`src/rtl/om_pkg.sv`:
```
package om_pkg;

    // Number of comparator ranks that an s-by-t merge needs.
    function automatic int merge_depth(input int s, input int t);
        int d_odd;
        int d_even;
        if (s == 0 || t == 0) return 0;
        if (s == 1 && t == 1) return 1;
        d_odd  = merge_depth((s + 1) / 2, (t + 1) / 2);
        d_even = merge_depth(s / 2, t / 2);
        return ((d_odd > d_even) ? d_odd : d_even) + 1;
    endfunction

    // Width helper: a zero-length list still gets one slot of wiring.
    function automatic int at_least_one(input int n);
        return (n > 0) ? n : 1;
    endfunction

endpackage

```
`src/rtl/om_cmp_cell.sv`:
```
module om_cmp_cell #(
    parameter int W   = 8,
    parameter bit REG = 1'b1
) (
    input  logic         clk,
    input  logic         rst,
    input  logic [W-1:0] x,
    input  logic [W-1:0] y,
    output logic [W-1:0] lo,
    output logic [W-1:0] hi
);
    logic         swap;
    logic [W-1:0] lo_c;
    logic [W-1:0] hi_c;

    always_comb begin
        swap = (x > y);
        lo_c = swap ? y : x;
        hi_c = swap ? x : y;
    end

    generate
        if (REG) begin : g_reg
            always_ff @(posedge clk) begin
                if (rst) begin
                    lo <= '0;
                    hi <= '0;
                end else begin
                    lo <= lo_c;
                    hi <= hi_c;
                end
            end
        end else begin : g_comb
            assign lo = lo_c;
            assign hi = hi_c;
        end
    endgenerate
endmodule

```
`src/rtl/om_delay.sv`:
```
module om_delay #(
    parameter int WD     = 8,
    parameter int STAGES = 1
) (
    input  logic          clk,
    input  logic          rst,
    input  logic [WD-1:0] din,
    output logic [WD-1:0] dout
);
    generate
        if (STAGES == 0) begin : g_wire
            assign dout = din;
        end else begin : g_regs
            logic [WD-1:0] stage_q [STAGES];
            always_ff @(posedge clk) begin
                if (rst) begin
                    for (int k = 0; k < STAGES; k++) stage_q[k] <= '0;
                end else begin
                    stage_q[0] <= din;
                    for (int k = 1; k < STAGES; k++) stage_q[k] <= stage_q[k-1];
                end
            end
            assign dout = stage_q[STAGES-1];
        end
    endgenerate
endmodule

```
`src/rtl/om_merge_node.sv`:
```
module om_merge_node
    import om_pkg::*;
#(
    parameter int W    = 8,
    parameter int S    = 2,
    parameter int T    = 2,
    parameter bit PIPE = 1'b1
) (
    input  logic                              clk,
    input  logic                              rst,
    input  logic [W*at_least_one(S)-1:0]      a_in,
    input  logic [W*at_least_one(T)-1:0]      b_in,
    output logic [W*at_least_one(S+T)-1:0]    m_out
);
    generate
        if (S == 0) begin : g_pass_b
            assign m_out = b_in;
        end else if (T == 0) begin : g_pass_a
            assign m_out = a_in;
        end else if (S == 1 && T == 1) begin : g_leaf
            om_cmp_cell #(.W(W), .REG(PIPE)) u_cell (
                .clk(clk), .rst(rst),
                .x(a_in[0 +: W]), .y(b_in[0 +: W]),
                .lo(m_out[0 +: W]), .hi(m_out[W +: W])
            );
        end else begin : g_split
            localparam int OS   = (S + 1) / 2;
            localparam int OT   = (T + 1) / 2;
            localparam int ES   = S / 2;
            localparam int ET   = T / 2;
            localparam int ON   = OS + OT;
            localparam int EN   = ES + ET;
            localparam int N    = S + T;
            localparam int D    = merge_depth(S, T);
            localparam int DO   = merge_depth(OS, OT);
            localparam int DE   = merge_depth(ES, ET);
            localparam int PADO = PIPE ? (D - 1 - DO) : 0;
            localparam int PADE = PIPE ? (D - 1 - DE) : 0;
            localparam int NPR  = (EN < ON - 1) ? EN : (ON - 1);

            logic [W*OS-1:0]               odd_a;
            logic [W*OT-1:0]               odd_b;
            logic [W*at_least_one(ES)-1:0] even_a;
            logic [W*at_least_one(ET)-1:0] even_b;
            logic [W*ON-1:0]               odd_m;
            logic [W*EN-1:0]               even_m;
            logic [W*ON-1:0]               odd_d;
            logic [W*EN-1:0]               even_d;

            // 1-based odd positions are 0-based even slots.
            for (genvar k = 0; k < OS; k++) begin : g_oa
                assign odd_a[k*W +: W] = a_in[(2*k)*W +: W];
            end
            for (genvar k = 0; k < OT; k++) begin : g_ob
                assign odd_b[k*W +: W] = b_in[(2*k)*W +: W];
            end
            if (ES == 0) begin : g_ea_none
                assign even_a = '0;
            end else begin : g_ea
                for (genvar k = 0; k < ES; k++) begin : g_e
                    assign even_a[k*W +: W] = a_in[(2*k+1)*W +: W];
                end
            end
            if (ET == 0) begin : g_eb_none
                assign even_b = '0;
            end else begin : g_eb
                for (genvar k = 0; k < ET; k++) begin : g_e
                    assign even_b[k*W +: W] = b_in[(2*k+1)*W +: W];
                end
            end

            om_merge_node #(.W(W), .S(OS), .T(OT), .PIPE(PIPE)) u_odd (
                .clk(clk), .rst(rst), .a_in(odd_a), .b_in(odd_b), .m_out(odd_m)
            );
            om_merge_node #(.W(W), .S(ES), .T(ET), .PIPE(PIPE)) u_even (
                .clk(clk), .rst(rst), .a_in(even_a), .b_in(even_b), .m_out(even_m)
            );

            // Balance the two halves so the final row sees one input cycle.
            om_delay #(.WD(W*ON), .STAGES(PADO)) u_pad_odd (
                .clk(clk), .rst(rst), .din(odd_m), .dout(odd_d)
            );
            om_delay #(.WD(W*EN), .STAGES(PADE)) u_pad_even (
                .clk(clk), .rst(rst), .din(even_m), .dout(even_d)
            );

            // Lowest odd-merge word goes straight to slot 0.
            om_delay #(.WD(W), .STAGES(PIPE ? 1 : 0)) u_low (
                .clk(clk), .rst(rst), .din(odd_d[0 +: W]), .dout(m_out[0 +: W])
            );

            // Final row: even word i-1 meets odd word i.
            for (genvar i = 1; i <= NPR; i++) begin : g_row
                om_cmp_cell #(.W(W), .REG(PIPE)) u_cell (
                    .clk(clk), .rst(rst),
                    .x(even_d[(i-1)*W +: W]), .y(odd_d[i*W +: W]),
                    .lo(m_out[(2*i-1)*W +: W]), .hi(m_out[(2*i)*W +: W])
                );
            end

            // An unpartnered word becomes the largest output.
            if (ON - 1 > EN) begin : g_left_odd
                om_delay #(.WD(W), .STAGES(PIPE ? 1 : 0)) u_top (
                    .clk(clk), .rst(rst),
                    .din(odd_d[(ON-1)*W +: W]), .dout(m_out[(N-1)*W +: W])
                );
            end else if (EN > ON - 1) begin : g_left_even
                om_delay #(.WD(W), .STAGES(PIPE ? 1 : 0)) u_top (
                    .clk(clk), .rst(rst),
                    .din(even_d[(EN-1)*W +: W]), .dout(m_out[(N-1)*W +: W])
                );
            end
        end
    endgenerate
endmodule

```
`src/rtl/om_merge.sv`:
```
module om_merge
    import om_pkg::*;
#(
    parameter int W    = 8,
    parameter int S    = 4,
    parameter int T    = 3,
    parameter bit PIPE = 1'b1
) (
    input  logic               clk,
    input  logic               rst,
    input  logic [W*S-1:0]     a_list,
    input  logic [W*T-1:0]     b_list,
    output logic [W*(S+T)-1:0] merged
);
    localparam int N    = S + T;
    localparam int LAT  = PIPE ? merge_depth(S, T) : 0;
    localparam int SUMW = W + $clog2(N) + 1;

    om_merge_node #(.W(W), .S(S), .T(T), .PIPE(PIPE)) u_root (
        .clk(clk), .rst(rst), .a_in(a_list), .b_in(b_list), .m_out(merged)
    );

    // Shadow references, delayed by the network latency, for the checks.
    logic [W-1:0]    in_min;
    logic [W-1:0]    in_max;
    logic [SUMW-1:0] in_sum;
    logic [SUMW-1:0] out_sum;
    logic [W-1:0]    ref_min;
    logic [W-1:0]    ref_max;
    logic [SUMW-1:0] ref_sum;
    logic            out_sorted;

    always_comb begin
        in_min = (a_list[0 +: W] < b_list[0 +: W]) ? a_list[0 +: W] : b_list[0 +: W];
        in_max = (a_list[(S-1)*W +: W] > b_list[(T-1)*W +: W]) ?
                 a_list[(S-1)*W +: W] : b_list[(T-1)*W +: W];
        in_sum = '0;
        for (int k = 0; k < S; k++) in_sum += SUMW'(a_list[k*W +: W]);
        for (int k = 0; k < T; k++) in_sum += SUMW'(b_list[k*W +: W]);
        out_sum = '0;
        out_sorted = 1'b1;
        for (int k = 0; k < N; k++) out_sum += SUMW'(merged[k*W +: W]);
        for (int k = 0; k < N - 1; k++)
            if (merged[k*W +: W] > merged[(k+1)*W +: W]) out_sorted = 1'b0;
    end

    om_delay #(.WD(W), .STAGES(LAT)) u_ref_min (
        .clk(clk), .rst(rst), .din(in_min), .dout(ref_min)
    );
    om_delay #(.WD(W), .STAGES(LAT)) u_ref_max (
        .clk(clk), .rst(rst), .din(in_max), .dout(ref_max)
    );
    om_delay #(.WD(SUMW), .STAGES(LAT)) u_ref_sum (
        .clk(clk), .rst(rst), .din(in_sum), .dout(ref_sum)
    );

    p_sorted_r1: assert property (@(posedge clk) disable iff (rst) out_sorted)
        else $error("merged output not ascending");
    p_sum_kept_r2: assert property (@(posedge clk) disable iff (rst) out_sum == ref_sum)
        else $error("merged output lost or gained a word");
    p_low_slot_r8: assert property (@(posedge clk) disable iff (rst)
                                    merged[0 +: W] == ref_min)
        else $error("slot 0 is not the smallest input");
    p_top_slot_r8: assert property (@(posedge clk) disable iff (rst)
                                    merged[(N-1)*W +: W] == ref_max)
        else $error("top slot is not the largest input");
endmodule

```
`config.mk`:
```
export PLATFORM = sky130hd
export DESIGN_NAME = om_merge
export DESIGN_NICKNAME = d
export VERILOG_FILES = /design/src/rtl/om_pkg.sv /design/src/rtl/om_cmp_cell.sv /design/src/rtl/om_delay.sv /design/src/rtl/om_merge_node.sv /design/src/rtl/om_merge.sv
export SDC_FILE = /design/constraint.sdc
export NUM_CORES = 1
export LEC_CHECK = 0
export ABC_AREA = 1
export BUFFER_PORTS_ARGS = -buffer_cell sky130_fd_sc_hd__buf_2
export CORE_ASPECT_RATIO = 0.5
export CORE_MARGIN = 10
export CORE_UTILIZATION = 45
export CTS_BUF_LIST = sky130_fd_sc_hd__clkbuf_16
export CTS_CLUSTER_DIAMETER = 50
export DETAILED_ROUTE_END_ITERATION = 12
export GPL_TIMING_DRIVEN = 0
export PLACE_DENSITY = 0.64
export SYNTH_ARGS = -nofsm -noshare
export SYNTH_HDL_FRONTEND = slang
export SYNTH_HIERARCHICAL = 1
export SYNTH_SLANG_ARGS = --single-unit
```
`constraint.sdc`:
```
create_clock -name clk -period 1.4 [get_ports clk]
set_input_delay 0 -clock clk [delete_from_list [all_inputs] [get_ports clk]]
set_output_delay 0 -clock clk [all_outputs]
set_load 0.03 [all_outputs]
```
; ---- After elaboration in Yosys (flattened, before gate mapping)
; Memories as Yosys holds them, arrays and structs flattened.
; Index checks and enable logic that the tools add are counted.
[word_totals]
reg_bits = 128
mem_bits_rw = 40
inputBits = 58
out_inout_bits = 56
wordCells = 63
n_memories = 5
[op_classes]
magnitude_cmp = 8
n_mux = 29
reduce_logical = 5
[mem_list]
columns = memory, words, word_bits, rd, rd_ports_with_merged_regs, write_ports, line
row1 = u_root.g_split.u_even.g_split.u_low.g_regs.stage_q, 1, 8, 1, 0, 1, om_delay.sv:14  ; logic [WD-1:0] stage_q [STAGES];
row2 = u_root.g_split.u_even.g_split.u_pad_even.g_regs.stage_q, 1, 8, 1, 0, 1, om_delay.sv:14
row3 = u_root.g_split.u_low.g_regs.stage_q, 1, 8, 1, 0, 1, om_delay.sv:14
row4 = u_root.g_split.u_odd.g_split.g_left_even.u_top.g_regs.stage_q, 1, 8, 1, 0, 1, om_delay.sv:14
row5 = u_root.g_split.u_odd.g_split.u_low.g_regs.stage_q, 1, 8, 1, 0, 1, om_delay.sv:14
[ops]
columns = operator, n
row1 = 8-bit two-way mux, 21
row2 = 8-bit greater-than comparator, 8
row3 = 8-bit OR reduction, 5
row4 = 1-bit two-way mux, 8

; ---- Logic depth before layout (Yosys ltp)
[logic_depth]
word_depth = 3
depth_mapped = 14
mapped_depth_nobuf = 12

; ---- Cells and area by module
; The synthesis kept the hierarchy.
[by_module_without_submodules]
columns = module, n_inst, cells_each, area_each_um2, seq_area_each_um2
row1 = om_cmp_cell, 8, 131, 994.7, 320.3
row2 = om_delay (u_root.g_split.u_even.g_split.u_low ...), 5, 25, 231.5, 160.2
row3 = om_delay (u_root.g_split.u_even.g_split.u_pad_odd ...), 3, 16, 120.1, 0.0
row4 = om_delay (u_root.g_split.u_pad_odd), 1, 32, 240.2, 0.0
row5 = om_delay (u_root.g_split.u_pad_even), 1, 24, 180.2, 0.0
row6 = om_merge_node (u_root.g_split.u_even.g_split.u_even), 1, 8, 60.1, 0.0
row7 = om_merge_node (u_root.g_split.u_even), 1, 1, 3.8, 0.0

; ---- Least setup slack after synthesis
; Ideal clock, no wire load.
[synth_timing]
kind = register to register
startpoint = register u_root.g_split.u_odd.g_split.g_row[1].u_cell.lo[7]
endpoint = register u_root.g_split.g_row[1].u_cell.hi[0]
setup_ps = 115
arrival_time_ps = 1418
t_required_ps = 1285
slack_ps = -133
stages_incl_launch_ff = 10
path_buffers = 2
period_less_slack_ps = 1533
path_cell_list = dfxtp_1 > buf_4 > inv_1 > ha_1 > a21o_1 > nor2_2 > nand2_4 > buf_6 > a21oi_1 > nor2_1
[synth_via]
elab_chain_len = 2
[synth_rtl]
columns = element, line
row1 = "start, declared", om_cmp_cell.sv:9  ; output logic [W-1:0] lo,
row2 = "start signal, assigned", om_cmp_cell.sv:29  ; lo <= lo_c;
row3 = 8-bit greater-than comparator, om_cmp_cell.sv:17  ; swap = (x > y);
row4 = 8-bit two-way mux, om_cmp_cell.sv:19  ; hi_c = swap ? x : y;
row5 = "end signal, assigned", om_cmp_cell.sv:30  ; hi <= hi_c;
row6 = "end, declared", om_cmp_cell.sv:10  ; output logic [W-1:0] hi
; Every way passes these cells.
; A chain may end at the register's enable or synchronous reset.

; ---- Worst setup path after layout
[layout_timing]
startpoint = input b_list[13]
endpoint = register u_root.g_split.u_even.g_split.u_odd.g_leaf.u_cell.hi[7]
[layout_via]
elab_chain_len = 2
[layout_rtl]
columns = element, line
row1 = "start, declared", om_merge.sv:12  ; input logic [W*T-1:0] b_list,
row2 = 8-bit greater-than comparator, om_cmp_cell.sv:17
row3 = 8-bit two-way mux, om_cmp_cell.sv:19
row4 = "end signal, assigned", om_cmp_cell.sv:30
row5 = "end, declared", om_cmp_cell.sv:10
; Every way passes these cells.

==> summary.txt <==
Timing
  – Final worst setup slack: -290.9 ps
  – Worst clock skew: 9.472 ps
  – Final hold vios: 4
  – Final Cycle Share: 1.208
  – Slew Limit Headroom: 0.6269
  – Fmax: 591.4 MHz
  – Max-slew violations: 0
  – Tmin final: 1691 ps
  – Minimum hold slack: -31.06 ps
  – Setup violations, final: 128
  – Unrepaired setup endpoints after global routing: yes
  – Tightest Pin Transition: 559.7 ps

Power and ir drop
  – Clock share of power: 0.221
  – Comb power frac: 0.489
  – P_sw: around 8000 µW
  – P_leak: 0.006838 µW
  – Cell Pwr Density: roughly 1500 nW/µm²
  – Reg power frac: 0.290
  – Worst vdd ir: about 0.00089 V
  – Internal power: 13060 µW
  – Sw Share: 0.3840

Run
  – Maxcap violations: 0

Status
  – Status: finished, violations left
  – Failing checks: negative hold slack, negative setup slack

Clocking
  – H-tree depth: 4
  – CTS tree: done
  – CTS Sinks: 168
  – Worst-skew pair later-pin latency: 430 ps
  – CTS buffer count: 17
  – Clock transition at path regs: 70 ps
  – Root buf cell: clkbuf_16
  – CTS Buffer Depth: 2

Worst hold path
  – Hold Path Class: in -> reg
  – HP Start: b_list[1]

Detailed routing
  – Wire per inst: between 15 and 20 µm
  – TritonRoute pass-1 iters: 7
  – DR DRC count: 0
  – Initial DRC Count: around 440
  – Final wirelength: between 20000 and 30000 µm
  – Vias per cell: 4.711
  – Via count: 8451
  – DRT antenna net count: 0

Global routing
  – Initial antenna violation count: 0
  – First-pass GRT wire length: slightly above 40000 µm
  – GR Util All Layers: 0.1712
  – Largest net degree at the start of global routing: 18
  – Number of global-route vias before repair: approximately 8000
  – Gr ovfl total: 0

Yosys
  – Syn. warnings: 6
  – Synth Area per Inst: 7.748 µm²
  – Post-synthesis cell area: 9956 µm²
  – Syn nets: 1407
  – Synth Instances: 1285

Worst setup path
  – Worst endpoint required time: 1740 ps
  – Crit path from: b_list[13]
  – Startpoint types: input pin
  – Critical path type: in -> reg
  – Max FO, Critical Path: 7
  – Critical path arrival: 2040 ps
  – Crit. End Element: flip-flop

Die
  – Placement row count: 38
  – Die X: about 230 µm
  – Boundary pin count: 114
  – CORE AREA: 21730 µm²
  – Starting density of the core: 0.4582
  – Die area: 28830 µm²
  – Chip height: around 130 µm

Place
  – Final GP Congestion: 0.8882
  – Cell area after placement: 11850 µm²
  – Hpwl dp: about 19000 µm
  – # port buffers: about 110
  – Cells after DPL: 1690

Finish
  – Layout cells sized above 1: 0.5154
  – Area delta synth->final: 44.92%
  – Final Non-Filler Cells: 1794
  – Fill count: 1734
  – Antenna diode count: 0
  – Layout Nets: 1603
  – Post-route cell area: 14430 µm²
layer usage:
layer | vias to the layer above | global-route usage | routed length [µm]
met1 | 3968 | 0.2125 | 11860
li1 | 4297 | - | -
met3 | 26 | 0.03747 | 1289
met4 | 0 | 0.04769 | 300
met5 | - | 0 | 0
met2 | 160 | 0.2942 | 13580
power by group through the flow:
stage	logic, µW	registers [µW]	clock network [µW]
6_report	10400	6160	4680
5_1_grt	11100	6230	4990
4_1_cts	9320	6030	4770
3_5_place_dp	8290	6000	0
3_3_place_gp	8170	5980	0
2_1_floorplan	5720	6870	0
cell type report:
type | count | area [µm²] | area share
inverter | 200 | 813.3 | 0.05637
tap | 300 | 375.4 | 0.02602
sequential | 168 | 3455 | 0.2394
clock buffer | 17 | 425.4 | 0.02949
multi-input combinational | 744 | 5782 | 0.4007
buffer | 122 | 1323 | 0.09167
timing repair buffer | 228 | 2092 | 0.1450
clock inverter | 15 | 162.7 | 0.01127
placed cells by master (no fill, tap or decap), types with 14 or more instances in the layout:
| cell | n |
|---|---|
| buf_8 | 19 |
| buf_4 | 102 |
| inv_2 | 31 |
| dfxtp_2 | 37 |
| buf_12 | 17 |
| buf_2 | 100 |
| nor2_1 | 136 |
| nand2_4 | 14 |
| inv_1 | 144 |
| ha_1 | 23 |
| nand3_2 | 93 |
| nor2_2 | 43 |
| a21oi_1 | 52 |
| a21oi_4 | 17 |
| ha_4 | 41 |
| dfxtp_1 | 119 |
| nand3_1 | 31 |
| a21oi_2 | 75 |
| buf_6 | 27 |
| clkbuf_16 | 36 |
| nand2_1 | 149 |
| inv_4 | 25 |
| nand2_2 | 36 |
| dlygate4sd3_1 | 57 |
timing repair:
action / 4_1_cts / 5_1_grt
gates resized for setup: 109 / 170
gates cloned: 5 / 22
buffers inserted: 18 / 25
hold buffers: 56 / 28
endpoints found under the setup margin: 80 / 128
endpoints found under the hold margin: 56 / 36
pin swaps: 37 / 97
metrics by stage:
stage / power, µW / setup TNS, ps / utilization / hold slack (ps) / worst slack (ps)
global route: 22370 / -36350 / 0.6640 / 5.722 / -382.8
floorplan: 12600 / -4510 / - / 131.6 / -72.50
CTS: 20120 / -19010 / 0.6191 / 202.8 / -241.9
detailed placement: 14290 / -17880 / 0.5454 / 207.4 / -338.8
global placement: 14160 / -15810 / 0.5454 / 199.3 / -334.5
finish: 21200 / -26860 / 0.6640 / -31.06 / -290.9
worst paths after layout:
| path | endpoint | slack (ps) | cells past startpoint |
|---|---|---|---|
| setup / recovery | flip-flop | -290 | 12 |
| hold / removal | flip-flop | -30 | 5 |
| setup reg to reg | u_root/g_split.g_row[1].u_cell/hi[5] | -280 | 8 |
| hold reg to reg | u_root/g_split.g_row[2].u_cell/lo[0] | 500 | 2 |
worst max-delay path, cell delays in order:
cell and delay [ps]:
buf_2 80, dlygate4sd3_1 580, inv_1 90, ha_1 320, a21oi_1 160, nor2_1 70
nor2_2 160, nand2_4 140, buf_4 170, nand3_1 60, nand2_1 70, nor2_2 150
state kept, by name (all words and copies together), names as in the netlist, named ones only:
| signal | cells |
|---|---|
| u_root/g_split.u_even/g_split.g_row.u_cell/hi | 8 |
| u_root/g_split.u_odd/g_split.g_row.u_cell/lo | 8 |
| u_root/g_split.u_even/g_split.g_row.u_cell/lo | 8 |
| u_root/g_split.u_odd/g_split.u_even/g_leaf.u_cell/hi | 8 |
| u_root/g_split.u_even/g_split.u_pad_even/g_regs.stage_q | 8 |
| u_root/g_split.u_even/g_split.u_low/g_regs.stage_q | 8 |
| u_root/g_split.u_odd/g_split.u_odd/g_leaf.u_cell/hi | 8 |
| u_root/g_split.u_odd/g_split.u_low/g_regs.stage_q | 8 |
| u_root/g_split.u_low/g_regs.stage_q | 8 |
| u_root/g_split.u_odd/g_split.u_even/g_leaf.u_cell/lo | 8 |
| u_root/g_split.g_row.u_cell/hi | 24 |
| u_root/g_split.u_odd/g_split.g_row.u_cell/hi | 8 |
| u_root/g_split.g_row.u_cell/lo | 24 |
| u_root/g_split.u_even/g_split.u_odd/g_leaf.u_cell/hi | 8 |
| u_root/g_split.u_even/g_split.u_odd/g_leaf.u_cell/lo | 8 |
| u_root/g_split.u_odd/g_split.u_odd/g_leaf.u_cell/lo | 8 |
(Power assumes the default switching activity.)
